==> src/rtl/sc_codec_pkg.sv <==
package sc_codec_pkg;

    typedef enum logic {
        CONV_DIRECT  = 1'b0,
        CONV_INVERSE = 1'b1
    } conv_e;

    localparam int DATA_W     = 8;
    localparam int CHAR_BITS  = DATA_W + 1;          // data plus parity
    localparam int GUARD_BITS = 2;
    localparam int FRAME_LEN  = 1 + CHAR_BITS + GUARD_BITS;

    typedef struct packed {
        logic [DATA_W-1:0] data;
        logic              perr;
    } rx_result_t;

    // Line bits of one character in send order: [0] first, [DATA_W] parity.
    function automatic logic [CHAR_BITS-1:0] enc_char(input logic [DATA_W-1:0] d,
                                                      input conv_e c);
        logic [CHAR_BITS-1:0] b;
        for (int i = 0; i < DATA_W; i++) begin
            b[i] = (c == CONV_INVERSE) ? ~d[DATA_W-1-i] : d[i];
        end
        b[DATA_W] = (c == CONV_INVERSE) ? ~(^b[DATA_W-1:0]) : (^b[DATA_W-1:0]);
        return b;
    endfunction

    function automatic rx_result_t dec_char(input logic [CHAR_BITS-1:0] b,
                                            input conv_e c);
        rx_result_t r;
        for (int i = 0; i < DATA_W; i++) begin
            if (c == CONV_INVERSE) r.data[DATA_W-1-i] = ~b[i];
            else                   r.data[i]          =  b[i];
        end
        r.perr = (c == CONV_INVERSE) ? ~(^b) : (^b);
        return r;
    endfunction

endpackage

==> src/rtl/sc_tx.sv <==
module sc_tx
    import sc_codec_pkg::*;
#(
    parameter int CNT_W = 16
) (
    input  logic                  clk,
    input  logic                  rst,
    input  conv_e                 mode_i,
    input  logic [CNT_W-1:0]      bit_cycles,
    input  logic                  start_i,
    input  logic [DATA_W-1:0]     data_i,
    output logic                  busy_o,
    output logic                  line_o
);
    localparam int IDX_W = $clog2(FRAME_LEN);

    logic [FRAME_LEN-1:0] sh_q;
    logic [CNT_W-1:0]     cyc_q;
    logic [IDX_W-1:0]     idx_q;
    logic                 busy_q;
    logic                 period_end;

    assign period_end = (cyc_q == bit_cycles - 1'b1);

    always_ff @(posedge clk) begin
        if (rst) begin
            sh_q   <= '1;
            cyc_q  <= '0;
            idx_q  <= '0;
            busy_q <= 1'b0;
        end else if (!busy_q) begin
            if (start_i) begin
                sh_q   <= {{GUARD_BITS{1'b1}}, enc_char(data_i, mode_i), 1'b0};
                busy_q <= 1'b1;
                cyc_q  <= '0;
                idx_q  <= '0;
            end
        end else if (period_end) begin
            cyc_q <= '0;
            if (idx_q == IDX_W'(FRAME_LEN - 1)) begin
                busy_q <= 1'b0;
            end else begin
                idx_q <= idx_q + 1'b1;
                sh_q  <= {1'b1, sh_q[FRAME_LEN-1:1]};
            end
        end else begin
            cyc_q <= cyc_q + 1'b1;
        end
    end

    assign busy_o = busy_q;
    assign line_o = busy_q ? sh_q[0] : 1'b1;

    p_start_low_r4: assert property (@(posedge clk) disable iff (rst)
        $rose(busy_q) |-> !line_o);

    p_guard_high_r4: assert property (@(posedge clk) disable iff (rst)
        (busy_q && idx_q >= IDX_W'(FRAME_LEN - GUARD_BITS)) |-> line_o);

    p_strobe_ignored_r5: assert property (@(posedge clk) disable iff (rst)
        (busy_q && start_i && !period_end) |=> $stable(sh_q));

endmodule

==> src/rtl/sc_rx.sv <==
module sc_rx
    import sc_codec_pkg::*;
#(
    parameter int CNT_W = 16
) (
    input  logic                  clk,
    input  logic                  rst,
    input  conv_e                 mode_i,
    input  logic [CNT_W-1:0]      bit_cycles,
    input  logic                  line_i,
    input  logic                  read_i,
    output logic [DATA_W-1:0]     data_o,
    output logic                  perr_o,
    output logic                  valid_o,
    output logic                  overrun_o
);
    localparam int IDX_W = $clog2(CHAR_BITS);

    typedef enum logic [1:0] {RX_IDLE, RX_START, RX_BITS} rx_state_e;

    rx_state_e            st_q;
    logic [2:0]           sync_q;
    logic [CNT_W-1:0]     cnt_q;
    logic [IDX_W-1:0]     idx_q;
    logic [CHAR_BITS-1:0] sh_q;
    conv_e                mode_q;

    logic                 line_s;
    logic                 fell;
    logic [CNT_W-1:0]     half_m1;
    logic                 period_end;
    logic                 done;
    logic [CHAR_BITS-1:0] full;
    rx_result_t           res;

    rx_result_t           hold_q;
    logic                 valid_q;
    logic                 unread_q;
    logic                 ovr_q;

    assign line_s     = sync_q[1];
    assign fell       = sync_q[2] & ~sync_q[1];
    assign half_m1    = (bit_cycles >> 1) - 1'b1;
    assign period_end = (cnt_q == bit_cycles - 1'b1);
    assign done       = (st_q == RX_BITS) && period_end && (idx_q == IDX_W'(CHAR_BITS - 1));
    assign full       = {line_s, sh_q[CHAR_BITS-1:1]};
    assign res        = dec_char(full, mode_q);

    always_ff @(posedge clk) begin
        if (rst) sync_q <= '1;
        else     sync_q <= {sync_q[1:0], line_i};
    end

    always_ff @(posedge clk) begin
        if (rst) begin
            st_q   <= RX_IDLE;
            cnt_q  <= '0;
            idx_q  <= '0;
            sh_q   <= '0;
            mode_q <= CONV_DIRECT;
        end else begin
            unique case (st_q)
                RX_IDLE: begin
                    if (fell) begin
                        st_q   <= RX_START;
                        cnt_q  <= '0;
                        mode_q <= mode_i;
                    end
                end
                RX_START: begin
                    if (cnt_q == half_m1) begin
                        cnt_q <= '0;
                        idx_q <= '0;
                        st_q  <= line_s ? RX_IDLE : RX_BITS;
                    end else begin
                        cnt_q <= cnt_q + 1'b1;
                    end
                end
                RX_BITS: begin
                    if (period_end) begin
                        cnt_q <= '0;
                        sh_q  <= full;
                        if (idx_q == IDX_W'(CHAR_BITS - 1)) st_q <= RX_IDLE;
                        else                                idx_q <= idx_q + 1'b1;
                    end else begin
                        cnt_q <= cnt_q + 1'b1;
                    end
                end
                default: st_q <= RX_IDLE;
            endcase
        end
    end

    always_ff @(posedge clk) begin
        if (rst) begin
            hold_q   <= '0;
            valid_q  <= 1'b0;
            unread_q <= 1'b0;
            ovr_q    <= 1'b0;
        end else begin
            valid_q <= done;
            if (done) begin
                hold_q   <= res;
                unread_q <= 1'b1;
                ovr_q    <= unread_q & ~read_i;
            end else if (read_i) begin
                unread_q <= 1'b0;
                ovr_q    <= 1'b0;
            end
        end
    end

    assign data_o    = hold_q.data;
    assign perr_o    = hold_q.perr;
    assign valid_o   = valid_q;
    assign overrun_o = ovr_q;

    p_valid_pulse_r9: assert property (@(posedge clk) disable iff (rst)
        valid_q |=> !valid_q);

    p_overrun_set_r10: assert property (@(posedge clk) disable iff (rst)
        valid_q |-> (ovr_q == ($past(unread_q) && !$past(read_i))));

    p_read_clears_r10: assert property (@(posedge clk) disable iff (rst)
        (read_i && !done) |=> !ovr_q);

    p_start_confirmed_r12: assert property (@(posedge clk) disable iff (rst)
        (st_q == RX_BITS && $past(st_q) == RX_START) |-> !$past(line_s));

    p_mode_held_r11: assert property (@(posedge clk) disable iff (rst)
        (st_q != RX_IDLE && $past(st_q) != RX_IDLE) |-> $stable(mode_q));

endmodule

==> src/rtl/sc_codec.sv <==
module sc_codec
    import sc_codec_pkg::*;
#(
    parameter int CNT_W = 16
) (
    input  logic              clk,
    input  logic              rst,
    input  logic              conv_inverse,
    input  logic [CNT_W-1:0]  bit_cycles,
    input  logic              tx_start,
    input  logic [7:0]        tx_data,
    output logic              tx_busy,
    output logic              line_out,
    input  logic              line_in,
    input  logic              rx_read,
    output logic [7:0]        rx_data,
    output logic              rx_parity_err,
    output logic              rx_valid,
    output logic              rx_overrun
);
    conv_e mode;
    assign mode = conv_e'(conv_inverse);

    sc_tx #(.CNT_W(CNT_W)) u_tx (
        .clk        (clk),
        .rst        (rst),
        .mode_i     (mode),
        .bit_cycles (bit_cycles),
        .start_i    (tx_start),
        .data_i     (tx_data),
        .busy_o     (tx_busy),
        .line_o     (line_out)
    );

    sc_rx #(.CNT_W(CNT_W)) u_rx (
        .clk        (clk),
        .rst        (rst),
        .mode_i     (mode),
        .bit_cycles (bit_cycles),
        .line_i     (line_in),
        .read_i     (rx_read),
        .data_o     (rx_data),
        .perr_o     (rx_parity_err),
        .valid_o    (rx_valid),
        .overrun_o  (rx_overrun)
    );

    p_idle_high_r1: assert property (@(posedge clk) disable iff (rst)
        $fell(tx_busy) |-> line_out);

endmodule

==> config.mk <==
export PLATFORM = sky130hd
export DESIGN_NAME = sc_codec
export DESIGN_NICKNAME = d
export VERILOG_FILES = /design/src/rtl/sc_codec_pkg.sv /design/src/rtl/sc_tx.sv /design/src/rtl/sc_rx.sv /design/src/rtl/sc_codec.sv
export SDC_FILE = /design/constraint.sdc
export NUM_CORES = 1
export LEC_CHECK = 0
export BUFFER_PORTS_ARGS = -buffer_cell sky130_fd_sc_hd__buf_2
export CAP_MARGIN = 0
export CORE_MARGIN = 2
export CORE_UTILIZATION = 40
export CTS_CLUSTER_SIZE = 10
export DETAILED_ROUTE_END_ITERATION = 6
export REMOVE_ABC_BUFFERS = 1
export SETUP_SLACK_MARGIN = 0.5
export SLEW_MARGIN = 20
export SYNTH_ARGS = -nofsm -noshare
export SYNTH_HDL_FRONTEND = slang
export SYNTH_SLANG_ARGS = --single-unit
export TNS_END_PERCENT = 1
==> constraint.sdc <==
create_clock -name clk -period 7.2 [get_ports clk]
set_clock_uncertainty 0.2 [all_clocks]
set_input_delay 1.44 -clock clk [delete_from_list [all_inputs] [get_ports clk]]
set_output_delay 1.44 -clock clk [all_outputs]
set_load 0.01 [all_outputs]
==> metrics.txt, run 1 <==
status=completed; Area growth, synth to finish=10.2%; gr ovfl total=0; setup ws final=2.24 ns; Final Hold Vio Count=0; CP Max Fanout=9; Die ar.=14,700 um^2; largest net degree at the start of global routing=57; Setup TNS=0 ns; Post-Synthesis Cells=649; Switching Share=0.252; FMAX=202 MHz; CTS tree=done; VDD IR-drop max=0.195 mV; Die X=121 um; PnR Total Power=0.00107 W; leakage=2.27 nW; sequential element share of the synthesized area=0.281; initial antenna violation count=0; CTS H-Tree Depth=3; clock sink count=77; Net Sw Power=0.000271 W; nets=699; Pre-Repair DR Iteration Count=5; DR DRC count=0; crit start category=primary input; Worst Setup Path Type=in2reg; GP Congestion=0.887; Ant. Diodes=0; Post-synth top flop=dfxtp_1; endpoint class of the critical path=flop; first-pass GRT wire length=21.6 mm; wire per inst=15.6 um; via/cell ratio=5.57; Ports=43; sequential power share=0.410; Hold WC Path Type=reg2reg; total number of vias=4,676; Clock Power Share=0.469; cts bufs inserted=9; Starting Density=0.412; CTS resizes=0; worst reg2reg setup slack=3.78 ns; Clock transition at path regs=0.06 ns; vias in the first global route=4,361; CTS root buf=clkbuf_16; Final Cycle Share=0.689; Final Max Slew Viols=0; post-DP HPWL=9.72 mm; fraction of registers with async set/reset=0; First DRT Iteration DRCs=349; Antenna Violating Nets Remaining=0; Chip Height=121 um; RSZ-0062 raised after global routing=no; CTS Hold Bufs=0; crit path DAT=4.99 ns; Syn Area/Cell=8.45 um^2; Internal Pwr Total=0.000804 W; Post-synth EDFFs=0; fin crit period=4.96 ns; Post-Route Utilization=0.454; row cnt=42; Max Buffers Root-to-Sink=2; ratio of cells with drive above 1 in the final layout=0.128; top post-synthesis cells by area=dfxtp_1 (28%), xnor2_1 (7.0%), xnor3_1 (5.8%), xor2_1 (5.3%), mux2i_1 (4.7%); Slew @ Worst Pin=0.975 ns; Tot GR Track Use=0.186; Combinational Power Share=0.121; pwr/cell area=178 nW/um^2; Max Cap Viol=0; clock latency on the worst-skew pair=0.35 ns; mapped cell area=5480 um^2; number of port buffers=42; post-CTS setup buffer count=0; headroom to the max-slew limit=0.350; worst path required time=7.23 ns; biggest area consumer among synthesized cells=dfxtp_1; number of distinct library cells after synthesis=69; final setup violation count=0; core area=13,300 um^2; Place WS=1.90 ns; share of the synthesized area in the top cell type=0.281; flops & latches, synth=77; warnings from Yosys=0; final WL=13.1 mm
critical path, stage by stage:
cell and delay, ns:
buf_2 0.12, inv_1 0.08, ha_1 0.30, or4b_2 0.69, nor3_1 0.32, xnor3_1 0.24
nand4_1 0.16, or4b_1 0.56, nor4b_4 0.50, nor2_2 0.17, a221o_1 0.41
final timing paths:
path | cells past startpoint | end | startpoint
worst max-delay path | 11 | u_tx.sh_q[6] | bit_cycles[1]
worst min-delay path | 1 | u_rx.sync_q[1] | u_rx.sync_q[0]
worst max register to register | 8 | u_rx.st_q[0] | u_rx.cnt_q[2]
worst min register to register | 1 | u_rx.sync_q[1] | u_rx.sync_q[0]
layout make-up:
type / instances / area [um^2]
repair buffers: 45 / 233
flip-flops and latches: 77 / 1540
inverters: 24 / 90.1
clock buffers: 10 / 239
multi-input cells: 501 / 3620
well taps: 176 / 220
clock inverters: 6 / 91.3
fillers: 1330 / 7260
cell families (layout without fill, tap and decap cells):
group | after synthesis | in the layout | synth area share
simple gates | 260 | 260 | 0.255
compound gates | 113 | 113 | 0.153
xor+xnor | 91 | 91 | 0.181
flops | 77 | 77 | 0.281
buf+inv | 71 | 85 | 0.0582
mux | 26 | 26 | 0.0475
fa+ha+maj | 11 | 11 | 0.0251
per-layer routing:
metal | GRT usage | up-vias | routed length, um
met3 | 0.0484 | 22 | 772
met5 | 0 | - | 0
li1 | - | 2341 | -
met1 | 0.247 | 2186 | 6040
met2 | 0.291 | 127 | 5970
met4 | 0.0698 | 0 | 268
placed cells by master, fill, tap and decap left out, drive strengths merged, types with 15 or more instances in the layout:
| cell | Yosys | final |
|---|---|---|
| o21ai | 20 | 20 |
| nand2 | 54 | 54 |
| a211oi | 20 | 20 |
| mux2i | 26 | 26 |
| buf | 12 | 45 |
| xnor2 | 44 | 44 |
| inv | 24 | 27 |
| nor3 | 17 | 17 |
| nor2 | 53 | 53 |
| nand3 | 35 | 35 |
| nand4 | 15 | 15 |
| xor2 | 33 | 33 |
| a21oi | 19 | 19 |
| dfxtp | 77 | 77 |
sequential cells by signal, indices dropped and copies added, names as in the netlist, 2 cells and up:
register     cells
u_rx.idx_q       4
u_rx.sync_q      3
u_tx.sh_q       10
u_rx.data_o      8
u_tx.idx_q       4
u_rx.st_q        2
u_rx.cnt_q      16
u_rx.sh_q        8
u_tx.cyc_q      16
per-stage QoR:
stage	std cells	area, um^2	hold slack, ns
6_report	839	6040	0.208
2_1_floorplan	602	5250	0.189
3_5_place_dp	823	5710	0.203
4_1_cts	839	6040	0.213
5_1_grt	839	6040	0.226
3_3_place_gp	823	5710	0.197
power groups by stage:
| stage | Sequential [W] | Clock (W) | Combinational (W) |
|---|---|---|---|
| finish | 0.000440 | 0.000504 | 0.000130 |
| detailed placement | 0.000450 | 0 | 0.000129 |
| global placement | 0.000450 | 0 | 0.000127 |
| CTS | 0.000440 | 0.000520 | 0.000129 |
| global route | 0.000441 | 0.000535 | 0.000143 |
| floorplan | 0.000448 | 0 | 0.0000814 |
synth_stat cells (3+ instances only):
cell type and instances:
ha_1 11, nor3_1 17, nor2b_1 7, xnor2_1 44, mux2i_1 26, a41o_2 3, nor3b_1 3, o311ai_0 6
or2_2 9, buf_6 4, or4_1 4, a221o_1 9, buf_1 4, nand4_1 15, clkbuf_1 35, inv_1 24
a211oi_1 19, xnor3_1 14, nor4_1 10, a21o_1 10, nand2_1 54, and2_1 4, nand2b_1 14, nand3_1 35
dfxtp_1 77, a21oi_1 19, o21ai_0 20, nor2_1 52, o41ai_1 3, and3_1 6, or3_1 9, nand3b_1 3
xor2_1 33
(Power assumes the default switching activity.)
==> inputs of run 2 (changes only) <==
==> constraint.sdc (replaced) <==
create_clock -name clk -period 4.7 [get_ports clk]
set_clock_uncertainty 0.2 [all_clocks]
set_input_delay 0.94 -clock clk [delete_from_list [all_inputs] [get_ports clk]]
set_output_delay 0.94 -clock clk [all_outputs]
set_load 0.01 [all_outputs]
==> metrics.txt, run 2 (same netlist as run 1, synthesis figures left out) <==
crit path DAT=4.10 ns (-0.89 ns); CTS H-Tree Depth=3 (unchanged); GP Congestion=0.930 (+4.9%); VDD IR-drop max=0.224 mV (+15%); DR top layer=met4; Hold WC Path Type=reg2reg; leakage=2.29 nW (+0.61%); Setup TNS=0 ns (unchanged); top flop regs=u_rx.cnt_q (16), u_tx.cyc_q (16), u_tx.sh_q (10); number of port buffers=42 (unchanged); worst reg2reg setup slack=1.54 ns (-2.24 ns); Area growth, synth to finish=10.8%; Final Cycle Share=0.875; CTS root buf=clkbuf_16; Final Hold Vio Count=0 (unchanged); commonest non-fill, non-tap cell in the layout=dfxtp_1; FMAX=243 MHz; Max Cap Viol=0 (unchanged); Final Max Slew Viols=0 (unchanged); Max Buffers Root-to-Sink=2 (unchanged); Die ar.=14,700 um^2 (unchanged); clock sink count=77 (unchanged); Detail Route met3 WL=634 um (-18%); row cnt=42 (unchanged); pwr/cell area=256 nW/um^2 (+44%); wire per inst=15.9 um (+2.2%); headroom to the max-slew limit=0.352 (+0.00170); Chip Height=121 um (unchanged); Starting Density=0.412 (unchanged); vias in the first global route=4,443 (+1.9%); Tot GR Track Use=0.193 (+0.00652); final setup violation count=0 (unchanged); worst path required time=4.69 ns (-2.54 ns); first-pass GRT wire length=22.5 mm (+4.0%); post-CTS setup buffer count=0 (unchanged); final WL=13.5 mm (+3.3%); total number of vias=4,737 (+1.3%); core area=13,300 um^2 (unchanged); fin crit period=4.11 ns; Die X=121 um (unchanged); ratio of cells with drive above 1 in the final layout=0.140 (+0.0117); initial antenna violation count=0 (unchanged); Clock transition at path regs=0.06 ns (about the same); gr ovfl total=0 (unchanged); post-DP HPWL=10.0 mm (+3.4%); Post-Route Utilization=0.457 (+0.00235); Slew @ Worst Pin=0.971 ns (-0.00455 ns); post-placement cell area=5770 um^2 (+1.2%); Ports=43 (unchanged); Ant. Diodes=0 (unchanged); Antenna Violating Nets Remaining=0 (unchanged); DRT met1 WL=6.49 mm (+7.4%); endpoint class of the critical path=flop; via/cell ratio=5.59 (+0.23%); Pre-Repair DR Iteration Count=5 (unchanged); Worst Setup Path Type=in2reg; DR DRC count=0 (unchanged); met2 wire length=6.15 mm (+3.2%); final instance area=6070 um^2 (+0.52%); nets=708 (+1.3%); CP Max Fanout=17 (+8); First DRT Iteration DRCs=316 (-9.5%); cts bufs inserted=9 (unchanged); clock latency on the worst-skew pair=0.34 ns (about the same); commonest cells after routing, fill and taps aside=dfxtp_1 (77), nand2_1 (54), nor2_1 (52); largest net degree at the start of global routing=36 (-37%); crit start category=primary input; status=completed; RSZ-0062 raised after global routing=yes; CTS tree=done
[run 2: cell type report]
class / count / area, um^2
tap: 176 / 220
clock inverter: 4 / 31.3
inverter: 24 / 90.1
fill: 1325 / 7220
clock buffer: 12 / 256
sequential: 77 / 1540
timing repair buffer: 54 / 300
multi-input combinational: 501 / 3630
[run 2: critical path, cell delays in order]
cell      delay [ns]
buf_2           0.22
or3_1           0.56
nor4_1          0.57
xnor3_1         0.22
nand3_1         0.16
nor4_1          0.46
buf_4           0.20
nand2b_1        0.23
and2_1          0.18
buf_4           0.24
a211oi_1        0.11
[run 2: power by group]
part	leakage (nW)	internal [W]	switching (W)
registers	0.624	0.000664	0.0000110
logic	1.53	0.0000861	0.000119
clock network	0.131	0.000388	0.000285
total	2.29	0.00114	0.000415
[run 2: per-stage QoR]
stage	power (W)	hold slack, ns	setup WS (ns)	cells
CTS	0.00157	0.230	0.630	848
finish	0.00155	0.223	0.589	848
global placement	0.000887	0.205	0.304	832
detailed placement	0.000891	0.219	0.283	832
floorplan	0.000810	0.189	0.539	602
global route	0.00162	0.244	0.433	848
[run 2: worst paths after layout]
kind | endpoint | from | depth (start not counted)
setup reg to reg | u_rx.cnt_q[13] | u_rx.cnt_q[2] | 10
hold reg to reg | u_rx.sync_q[1] | u_rx.sync_q[0] | 1
hold / removal | u_rx.sync_q[1] | u_rx.sync_q[0] | 1
setup / recovery | u_rx.cnt_q[13] | bit_cycles[3] | 11
[run 2: per-layer routing]
layer,up-vias,global-route usage
li1,2357,-
met1,2235,0.266
met2,127,0.302
met3,18,0.0428
met4,0,0.0545
met5,-,0
[run 2: what timing repair did]
item,in CTS,in global routing
endpoints found under the setup margin,0,27
hold buffers,0,0
resized for setup,0,1
